### src/rtl/seg_pkg.sv
// Package: shared reset contents for the segment table.
// Assumes: entries beyond the four described reset to base 0, length 0 (unmapped).
package seg_pkg;

    // Physical base loaded into entry idx at reset.
    function automatic logic [31:0] rst_base(input int idx);
        case (idx)
            0:       return 32'h0000_4000;
            1:       return 32'h0000_0000;
            3:       return 32'h0000_2000;
            default: return 32'h0000_0000;
        endcase
    endfunction

    // Segment length loaded into entry idx at reset; 0 means unmapped.
    function automatic logic [31:0] rst_len(input int idx);
        case (idx)
            0:       return 32'h0000_0700;
            1:       return 32'h0000_0500;
            3:       return 32'h0000_1000;
            default: return 32'h0000_0000;
        endcase
    endfunction

endpackage

### src/rtl/seg_table.sv
// Module: seg_table
// Holds one base/length pair per segment and accepts supervisor-only writes.
// Assumes: writes take effect on the clock edge that samples them; the read
// port is combinational and shows the contents before that edge.
module seg_table #(
    parameter int SEG_W = 2,
    parameter int PA_W  = 16,
    parameter int LEN_W = 15
) (
    input  logic             clk,
    input  logic             rst_n,
    input  logic             wr_en,
    input  logic             wr_sup,
    input  logic [SEG_W-1:0] wr_idx,
    input  logic [PA_W-1:0]  wr_base,
    input  logic [LEN_W-1:0] wr_len,
    input  logic [SEG_W-1:0] rd_idx,
    output logic [PA_W-1:0]  rd_base,
    output logic [LEN_W-1:0] rd_len,
    output logic             priv_err
);
    localparam int NSEG = 1 << SEG_W;

    logic [PA_W-1:0]  base_q [NSEG];
    logic [LEN_W-1:0] len_q  [NSEG];
    logic             priv_q;
    logic             user_wr;

    assign user_wr = wr_en && !wr_sup;

    for (genvar g = 0; g < NSEG; g++) begin : g_ent
        // Entry register: reset to its default, update on a supervisor write.
        always_ff @(posedge clk) begin
            if (!rst_n) begin
                base_q[g] <= PA_W'(seg_pkg::rst_base(g));
                len_q[g]  <= LEN_W'(seg_pkg::rst_len(g));
            end else if (wr_en && wr_sup && (wr_idx == SEG_W'(g))) begin
                base_q[g] <= wr_base;
                len_q[g]  <= wr_len;
            end
        end

        // a user-mode write leaves every entry unchanged.
        a_r7_user_wr_ignored: assert property (@(posedge clk) disable iff (!rst_n)
            user_wr |=> ($stable(base_q[g]) && $stable(len_q[g])));
    end

    // Privilege-error pulse, one cycle after a refused write.
    always_ff @(posedge clk) begin
        if (!rst_n) priv_q <= 1'b0;
        else        priv_q <= user_wr;
    end

    // Combinational read of the selected entry.
    always_comb begin
        rd_base = base_q[rd_idx];
        rd_len  = len_q[rd_idx];
    end

    assign priv_err = priv_q;

    a_r7_priv_pulse: assert property (@(posedge clk) disable iff (!rst_n)
        user_wr |=> priv_err);
    a_r7_priv_cause: assert property (@(posedge clk) disable iff (!rst_n)
        !user_wr |=> !priv_err);
endmodule

### src/rtl/seg_xlate_path.sv
// Module: seg_xlate_path
// Combinational bound check and base-plus-offset adder for one lookup.
// Assumes: PA_W >= OFS_W and LEN_W == OFS_W + 1, so a length can cover the
// whole offset range; the sum wraps modulo 2^PA_W.
module seg_xlate_path #(
    parameter int OFS_W = 14,
    parameter int PA_W  = 16,
    parameter int LEN_W = 15
) (
    input  logic [OFS_W-1:0] offset,
    input  logic [PA_W-1:0]  base,
    input  logic [LEN_W-1:0] seg_len,
    output logic [PA_W-1:0]  sum,
    output logic             oob
);
    // Bound compare and address add, evaluated in parallel.
    always_comb begin
        oob = (LEN_W'(offset) >= seg_len);
        sum = base + PA_W'(offset);
    end
endmodule

### src/rtl/seg_resp_reg.sv
// Module: seg_resp_reg
// Registers the lookup result; zeroes the address on a fault and everything when idle.
// Assumes: the inputs are settled combinational results of the current request.
module seg_resp_reg #(
    parameter int PA_W = 16
) (
    input  logic            clk,
    input  logic            rst_n,
    input  logic            in_valid,
    input  logic            in_write,
    input  logic [PA_W-1:0] in_sum,
    input  logic            in_oob,
    output logic            rsp_valid,
    output logic [PA_W-1:0] rsp_paddr,
    output logic            rsp_fault,
    output logic            rsp_write
);
    // Response register with address suppression on fault.
    always_ff @(posedge clk) begin
        if (!rst_n || !in_valid) begin
            rsp_valid <= 1'b0;
            rsp_paddr <= '0;
            rsp_fault <= 1'b0;
            rsp_write <= 1'b0;
        end else begin
            rsp_valid <= 1'b1;
            rsp_fault <= in_oob;
            rsp_paddr <= in_oob ? '0 : in_sum;
            rsp_write <= in_write;
        end
    end

    a_r3_fault_no_addr: assert property (@(posedge clk) disable iff (!rst_n)
        rsp_fault |-> (rsp_paddr == '0));
    a_r5_idle_quiet: assert property (@(posedge clk) disable iff (!rst_n)
        !rsp_valid |-> (!rsp_fault && (rsp_paddr == '0) && !rsp_write));
endmodule

### src/rtl/seg_translator.sv
// Module: seg_translator (top)
// Translates segment-number/offset logical addresses through a base/length table.
// Assumes: one request per cycle at most; the answer appears one cycle later.
module seg_translator #(
    parameter int ADDR_W = 16,
    parameter int SEG_W  = 2,
    parameter int PA_W   = 16
) (
    input  logic              clk,
    input  logic              rst_n,
    input  logic              wr_en,
    input  logic              wr_sup,
    input  logic [SEG_W-1:0]  wr_idx,
    input  logic [PA_W-1:0]   wr_base,
    input  logic [ADDR_W-SEG_W:0] wr_len,
    output logic              priv_err,
    input  logic              req_valid,
    input  logic [ADDR_W-1:0] req_addr,
    input  logic              req_write,
    output logic              rsp_valid,
    output logic [PA_W-1:0]   rsp_paddr,
    output logic              rsp_fault,
    output logic              rsp_write
);
    localparam int OFS_W = ADDR_W - SEG_W;
    localparam int LEN_W = OFS_W + 1;

    logic [SEG_W-1:0] seg_sel;
    logic [OFS_W-1:0] offset;
    logic [PA_W-1:0]  ent_base;
    logic [LEN_W-1:0] ent_len;
    logic [PA_W-1:0]  sum;
    logic             oob;

    assign seg_sel = req_addr[ADDR_W-1:OFS_W];
    assign offset  = req_addr[OFS_W-1:0];

    seg_table #(.SEG_W(SEG_W), .PA_W(PA_W), .LEN_W(LEN_W)) u_table (
        .clk(clk), .rst_n(rst_n),
        .wr_en(wr_en), .wr_sup(wr_sup), .wr_idx(wr_idx),
        .wr_base(wr_base), .wr_len(wr_len),
        .rd_idx(seg_sel), .rd_base(ent_base), .rd_len(ent_len),
        .priv_err(priv_err)
    );

    seg_xlate_path #(.OFS_W(OFS_W), .PA_W(PA_W), .LEN_W(LEN_W)) u_path (
        .offset(offset), .base(ent_base), .seg_len(ent_len),
        .sum(sum), .oob(oob)
    );

    seg_resp_reg #(.PA_W(PA_W)) u_resp (
        .clk(clk), .rst_n(rst_n),
        .in_valid(req_valid), .in_write(req_write),
        .in_sum(sum), .in_oob(oob),
        .rsp_valid(rsp_valid), .rsp_paddr(rsp_paddr),
        .rsp_fault(rsp_fault), .rsp_write(rsp_write)
    );

    a_r5_one_cycle: assert property (@(posedge clk) disable iff (!rst_n)
        req_valid |=> rsp_valid);
    a_r5_no_spurious: assert property (@(posedge clk) disable iff (!rst_n)
        !req_valid |=> !rsp_valid);
    a_r8_echo_type: assert property (@(posedge clk) disable iff (!rst_n)
        req_valid |=> (rsp_write == $past(req_write)));
    a_r2_len_zero_faults: assert property (@(posedge clk) disable iff (!rst_n)
        (req_valid && (ent_len == '0)) |=> rsp_fault);
endmodule

### config.mk
export PLATFORM = sky130hd
export DESIGN_NAME = seg_translator
export DESIGN_NICKNAME = d
export VERILOG_FILES = /design/src/rtl/seg_pkg.sv /design/src/rtl/seg_table.sv /design/src/rtl/seg_xlate_path.sv /design/src/rtl/seg_resp_reg.sv /design/src/rtl/seg_translator.sv
export SDC_FILE = /design/constraint.sdc
export NUM_CORES = 1
export LEC_CHECK = 0
export CAP_MARGIN = 20
export CORE_MARGIN = 5
export CORE_UTILIZATION = 57
export CTS_CLUSTER_SIZE = 10
export DETAILED_ROUTE_END_ITERATION = 7
export GPL_TIMING_DRIVEN = 0
export PLACE_DENSITY = 0.8
export SLEW_MARGIN = 20
export SYNTH_ARGS = -nofsm -noshare
export SYNTH_HDL_FRONTEND = slang
export SYNTH_SLANG_ARGS = --single-unit
### constraint.sdc
create_clock -name clk -period 4.7 [get_ports clk]
set_input_delay 0.94 -clock clk [delete_from_list [all_inputs] [get_ports clk]]
set_output_delay 0.94 -clock clk [all_outputs]
set_load 0.005 [all_outputs]
After elaboration in Yosys (flattened, before gate mapping) --
Memory sizes are Yosys's and may differ from the RTL's. Index checks and enable logic that the tools add are counted.
Storage, ports and cells: memories 2, bits in latches 0, RAM bits 124, bits in read-only memories 0, flip-flop bits (word level) 20
Operators by class: div/mod/pow operators 0, shift operators 0, order comparisons 1, reduce and logical (&&, ||, !) cells 12, multipliers 0, eq/ne operators 3, multiplexer cells 22, bitwise logic cells 8, add/sub/neg operators 1
Memories:
- u_table.base_q | words 4, width 16, read ports 1, clocked after memory_dff 0, wr ports 4, line seg_table.sv:24 | logic [PA_W-1:0] base_q [NSEG];
- u_table.len_q | words 4, width 15, read ports 1, clocked after memory_dff 0, wr ports 4, line seg_table.sv:25 | logic [LEN_W-1:0] len_q [NSEG];
Operators with widths (number):
- $mux W16 | 4
- $mux W15 | 4
- $add A16 B14 Y16 | 1
- $ge A14 B15 Y1 | 1
- $mux W1 | 14
- $or A1 B1 Y1 | 8
- $logic_and A1 B1 Y1 | 6
- $eq A2 B2 Y1 const B | 2
- $logic_not A1 Y1 | 3
- $eq A2 B1 Y1 const B | 1
- $logic_not A2 Y1 | 1
- $reduce_or A2 Y1 | 1
- $logic_or A1 B1 Y1 | 1

Longest topological paths before layout --
depth after elaboration 6, mapped depth 14

Cells and area by module --
From an unflattened synthesis, not the netlist that was laid out.
Unflattened totals: cells, all modules 549, area total of the unflattened synthesis 7279.5 um2
By module, submodules not included:
- seg_table | times used 1, area each 5566.6 um2, seq. area each 3743.6 um2, cells an instance 352
- seg_xlate_path | times used 1, area each 1111.1 um2, seq. area each 0.0 um2, cells an instance 156
- seg_resp_reg | times used 1, area each 601.8 um2, seq. area each 380.4 um2, cells an instance 41

Worst setup path before layout --
Ideal clock, no wire load.
kind input port to flip-flop, start point input wr_idx[0], end point memory u_table.base_q[2][0], enable pin, arrival time 3348 ps, path buffers 0, library setup time 462 ps, cell stages on the path 2, setup slack 890 ps, path through nand2b_1 > o21ai_0
RTL lines:
- from (decl) | line seg_translator.sv:13 | input logic [SEG_W-1:0] wr_idx,
- to (decl) | line seg_table.sv:24

Worst setup path in the final report --
start point input req_addr[15], end point register u_resp.rsp_paddr[11]
On the way: word-level cells in the longest chain between the ends 3, elaborated cells on any way between the ends 5
Ends and longest elaborated chain:
- from (decl) | line seg_translator.sv:18 | input logic [ADDR_W-1:0] req_addr,
- $mem_v2 Z4 W15
- $ge A14 B15 Y1 | line seg_xlate_path.sv:18 | oob = (LEN_W'(offset) >= seg_len);
- $reduce_or A2 Y1 (no source line)
- to (signal assigned) | line seg_resp_reg.sv:28 | rsp_paddr <= in_oob ? '0 : in_sum;
- to (decl) | line seg_resp_reg.sv:14 | output logic [PA_W-1:0] rsp_paddr,
Parallel ways exist; a longest one is shown, timed or not. A chain may end at the register's enable or synchronous reset.

==> results.py <==
metrics = {
    "placed_design": {
        "gp_congestion": 0.793,
        "port_buffers": 73,
        "dpl.hpwl_mm": 10.7,
        "placed_area_um2": 7930,
    },
    "cts": {
        "clock_latency_ns": 0.42,
        "clock_path_buffers": 2,
        "cts_made_buffers": 17,
        "cts_tree": "built",
        "cts_sinks": 144,
        "h-tree-depth": 4,
        "postCtsSetupBuffers": 0,
        "clockRootBuffer": "clkbuf_16",
        "holdBufCountCts": 0,
        "clkTransAtPathRegs_ns": 0.06,
        "cts_resized": 0,
    },
    "global_routing": {
        "antenna_found_initial": 0,
        "grt_pass1_vias": 4626,
        "use_met2": 0.388,
        "grt_pass1_wl_mm": 24.6,
        "overflow": 0,
        "grt_usage": 0.235,
        "grt_use_met1": 0.283,
        "grt_max_degree": 18,
        "use_met3": 0.0745,
        "top_usage_layer": "met2",
    },
    "die": {
        "die_h_um": 120,
        "die_w_um": 120,
        "boundaryPins": 75,
        "die_area_um2": 14300,
        "core_um2": 11900,
        "start_util": 0.576,
        "rows": 40,
    },
    "setup_path": {
        "rr_worst_depth": 11,
        "required_ns": 5.01,
        "critPathMaxFanout": 10,
        "crit_type": "in -> reg",
        "critPathArrivalTime_ns": 4.66,
        "worst_setup_path_start_kind": "input pin",
        "cp-end-kind": "flip-flop",
    },
    "pwr": {
        "leakagePower_nw": 3.18,
        "netSwitchingFraction": 0.225,
        "p_int_w": 0.00253,
        "power.density_nw_per_um2": 385,
        "power_frac_seq": 0.458,
        "netSwitchingPower_w": 0.000738,
        "power_w": 0.00327,
        "combinationalPowerShare": 0.138,
        "clock_power_share": 0.404,
        "ir_drop_mv": 0.243,
    },
    "synth": {
        "synth.largest_area_cell": "edfxtp_1",
        "syn-cell-area_um2": 6860,
        "yosys_warnings": 0,
        "synth_common_cells": "edfxtp_1, and2_1, mux4_2",
        "synth_top_area_frac": 0.543,
        "postSynthCellCount": 492,
        "syn_area_per_cell_um2": 13.9,
        "post_synth_num_cell_types": 39,
        "yosys-top-cells-area": "edfxtp_1, and2_1, mux4_2",
        "synth_fp_nets": 576,
        "yosysSeqAreaShare": 0.601,
        "synth_edf_count": 124,
        "synth_flop_cell": "edfxtp_1",
        "synth_seq_cells": 144,
        "synth.most_common_cell": "edfxtp_1",
        "synthArstFlopShare": 0,
    },
    "timing": {
        "max_freq_mhz": 230,
        "fin_crit_ns": 4.35,
        "finalHoldViolations": 0,
        "relSlewSlack": 0.534,
        "report.final.slew_viol_count": 0,
        "worst_pin_slew_ns": 0.696,
        "rsz0062_at_grt": "false",
        "setup_violations": 0,
        "period_share": 0.926,
        "fin_skew_ns": 0.00789,
    },
    "layout": {
        "antennaDiodeCount": 0,
        "areaGrowthSynthToFinish_pct": 24.1,
        "multi_input_area_um2": 2600,
        "nFillCells": 780,
        "nets": 672,
        "regArea_um2": 4120,
        "fin_area_um2": 8510,
        "drive_gt1_frac": 0.128,
    },
    "job": {
        "max_cap_viol_count": 0,
    },
    "routing": {
        "vias_per_cell": 5.81,
        "route.detailed.drc": 0,
        "vias": 4344,
        "drtPass1Iterations": 5,
        "detail-route-antenna-nets": 0,
        "drtIter0Drc": 409,
        "wire_per_inst_um": 20.8,
        "wl_mm": 15.6,
    },
    "run_status": {
        "outcome": "complete, no violations",
    },
    "min_path": {
        "hold_depth": 3,
        "hp-class": "reg -> reg",
    },
}
[power groups by stage]
stage               clock [W]  sequential (W)  combinational [W]
CTS                   0.00133         0.00150           0.000453
floorplan                   0         0.00152           0.000259
detailed placement          0         0.00152           0.000447
global route          0.00139         0.00151           0.000493
finish                0.00132         0.00150           0.000452
global placement            0         0.00153           0.000415
[placed cells by master (no fill, tap or decap), types with 3 or more instances in the layout]
cell	instances
a211oi_1	3
a21o_1	7
a21oi_1	15
and2_1	117
buf_16	4
clkbuf_1	20
clkbuf_16	17
clkbuf_8	4
clkdlybuf4s50_1	73
clkinv_2	4
dfxtp_1	20
edfxtp_1	124
ha_1	28
inv_1	19
mux4_2	31
nand2_1	12
nand2b_1	14
nand3_1	10
nor2_1	17
nor2b_1	3
nor3_1	6
o21a_1	3
o21ai_0	8
o21ai_4	4
or3_1	3
xor2_1	6
[critical path, cell delays in order]
cell and delay [ns]:
clkdlybuf4s50_1 0.60, clkbuf_1 0.52, clkbuf_1 0.58, mux4_2 0.43
ha_1 0.34, a21oi_1 0.25, o211ai_1 0.18, a31oi_1 0.28
nand2b_1 0.12, a21oi_1 0.19, xor2_1 0.16, nor2_1 0.05
[layer usage]
layer  up-vias  wire length (um)
met4         0               401
li1       1987                 -
met5         -                 0
met1      2119              6050
met3        42              1290
met2       196              7820
[through the flow]
stage | setup WS [ns] | setup TNS [ns] | instances | util | hold slack [ns]
3_5_place_dp | -0.267 | -3.04 | 716 | 0.666 | 0.729
5_1_grt | 0.0952 | 0 | 748 | 0.714 | 0.780
3_3_place_gp | -1.34 | -161.43 | 712 | 0.653 | 0.725
4_1_cts | 0.126 | 0 | 748 | 0.714 | 0.742
6_report | 0.349 | 0 | 748 | 0.714 | 0.746
2_1_floorplan | 0.890 | 0 | 492 | - | 0.678
[worst paths after layout]
check	startpoint	endpoint	slack [ns]
max	req_addr[15]	u_resp.rsp_paddr[11]	0.35
min	u_table.base_q[0][15]	u_resp.rsp_paddr[15]	0.75
max reg2reg	u_table.base_q[3][0]	u_resp.rsp_paddr[12]	1.96
min reg2reg	u_table.base_q[0][15]	u_resp.rsp_paddr[15]	0.75
[registers in the layout (all words and copies together) (netlist names)]
signal / count
u_table.priv_err: 1
u_resp.rsp_paddr: 16
u_resp.rsp_valid: 1
u_resp.rsp_fault: 1
u_table.len_q: 60
u_table.base_q: 64
u_resp.rsp_write: 1
[kinds of logic (layout without fill, tap and decap cells)]
| family | count (synthesis) | after routing | synth area share |
|---|---|---|---|
| buf+inv | 40 | 149 | 0.0266 |
| xor+xnor | 8 | 8 | 0.0102 |
| fa+ha+maj | 29 | 29 | 0.0540 |
| flops | 144 | 144 | 0.601 |
| compound gates | 50 | 50 | 0.0458 |
| mux | 31 | 31 | 0.102 |
| simple gates | 190 | 190 | 0.160 |
[cell type report]
class | count | area share
clock inverters | 6 | 0.00941
flip-flops and latches | 144 | 0.485
repair buffers | 77 | 0.0988
plain buffers | 21 | 0.0132
inverters | 19 | 0.00838
multi-input cells | 308 | 0.305
well taps | 147 | 0.0216
clock buffers | 26 | 0.0587
Power figures use the tool's default switching activity.
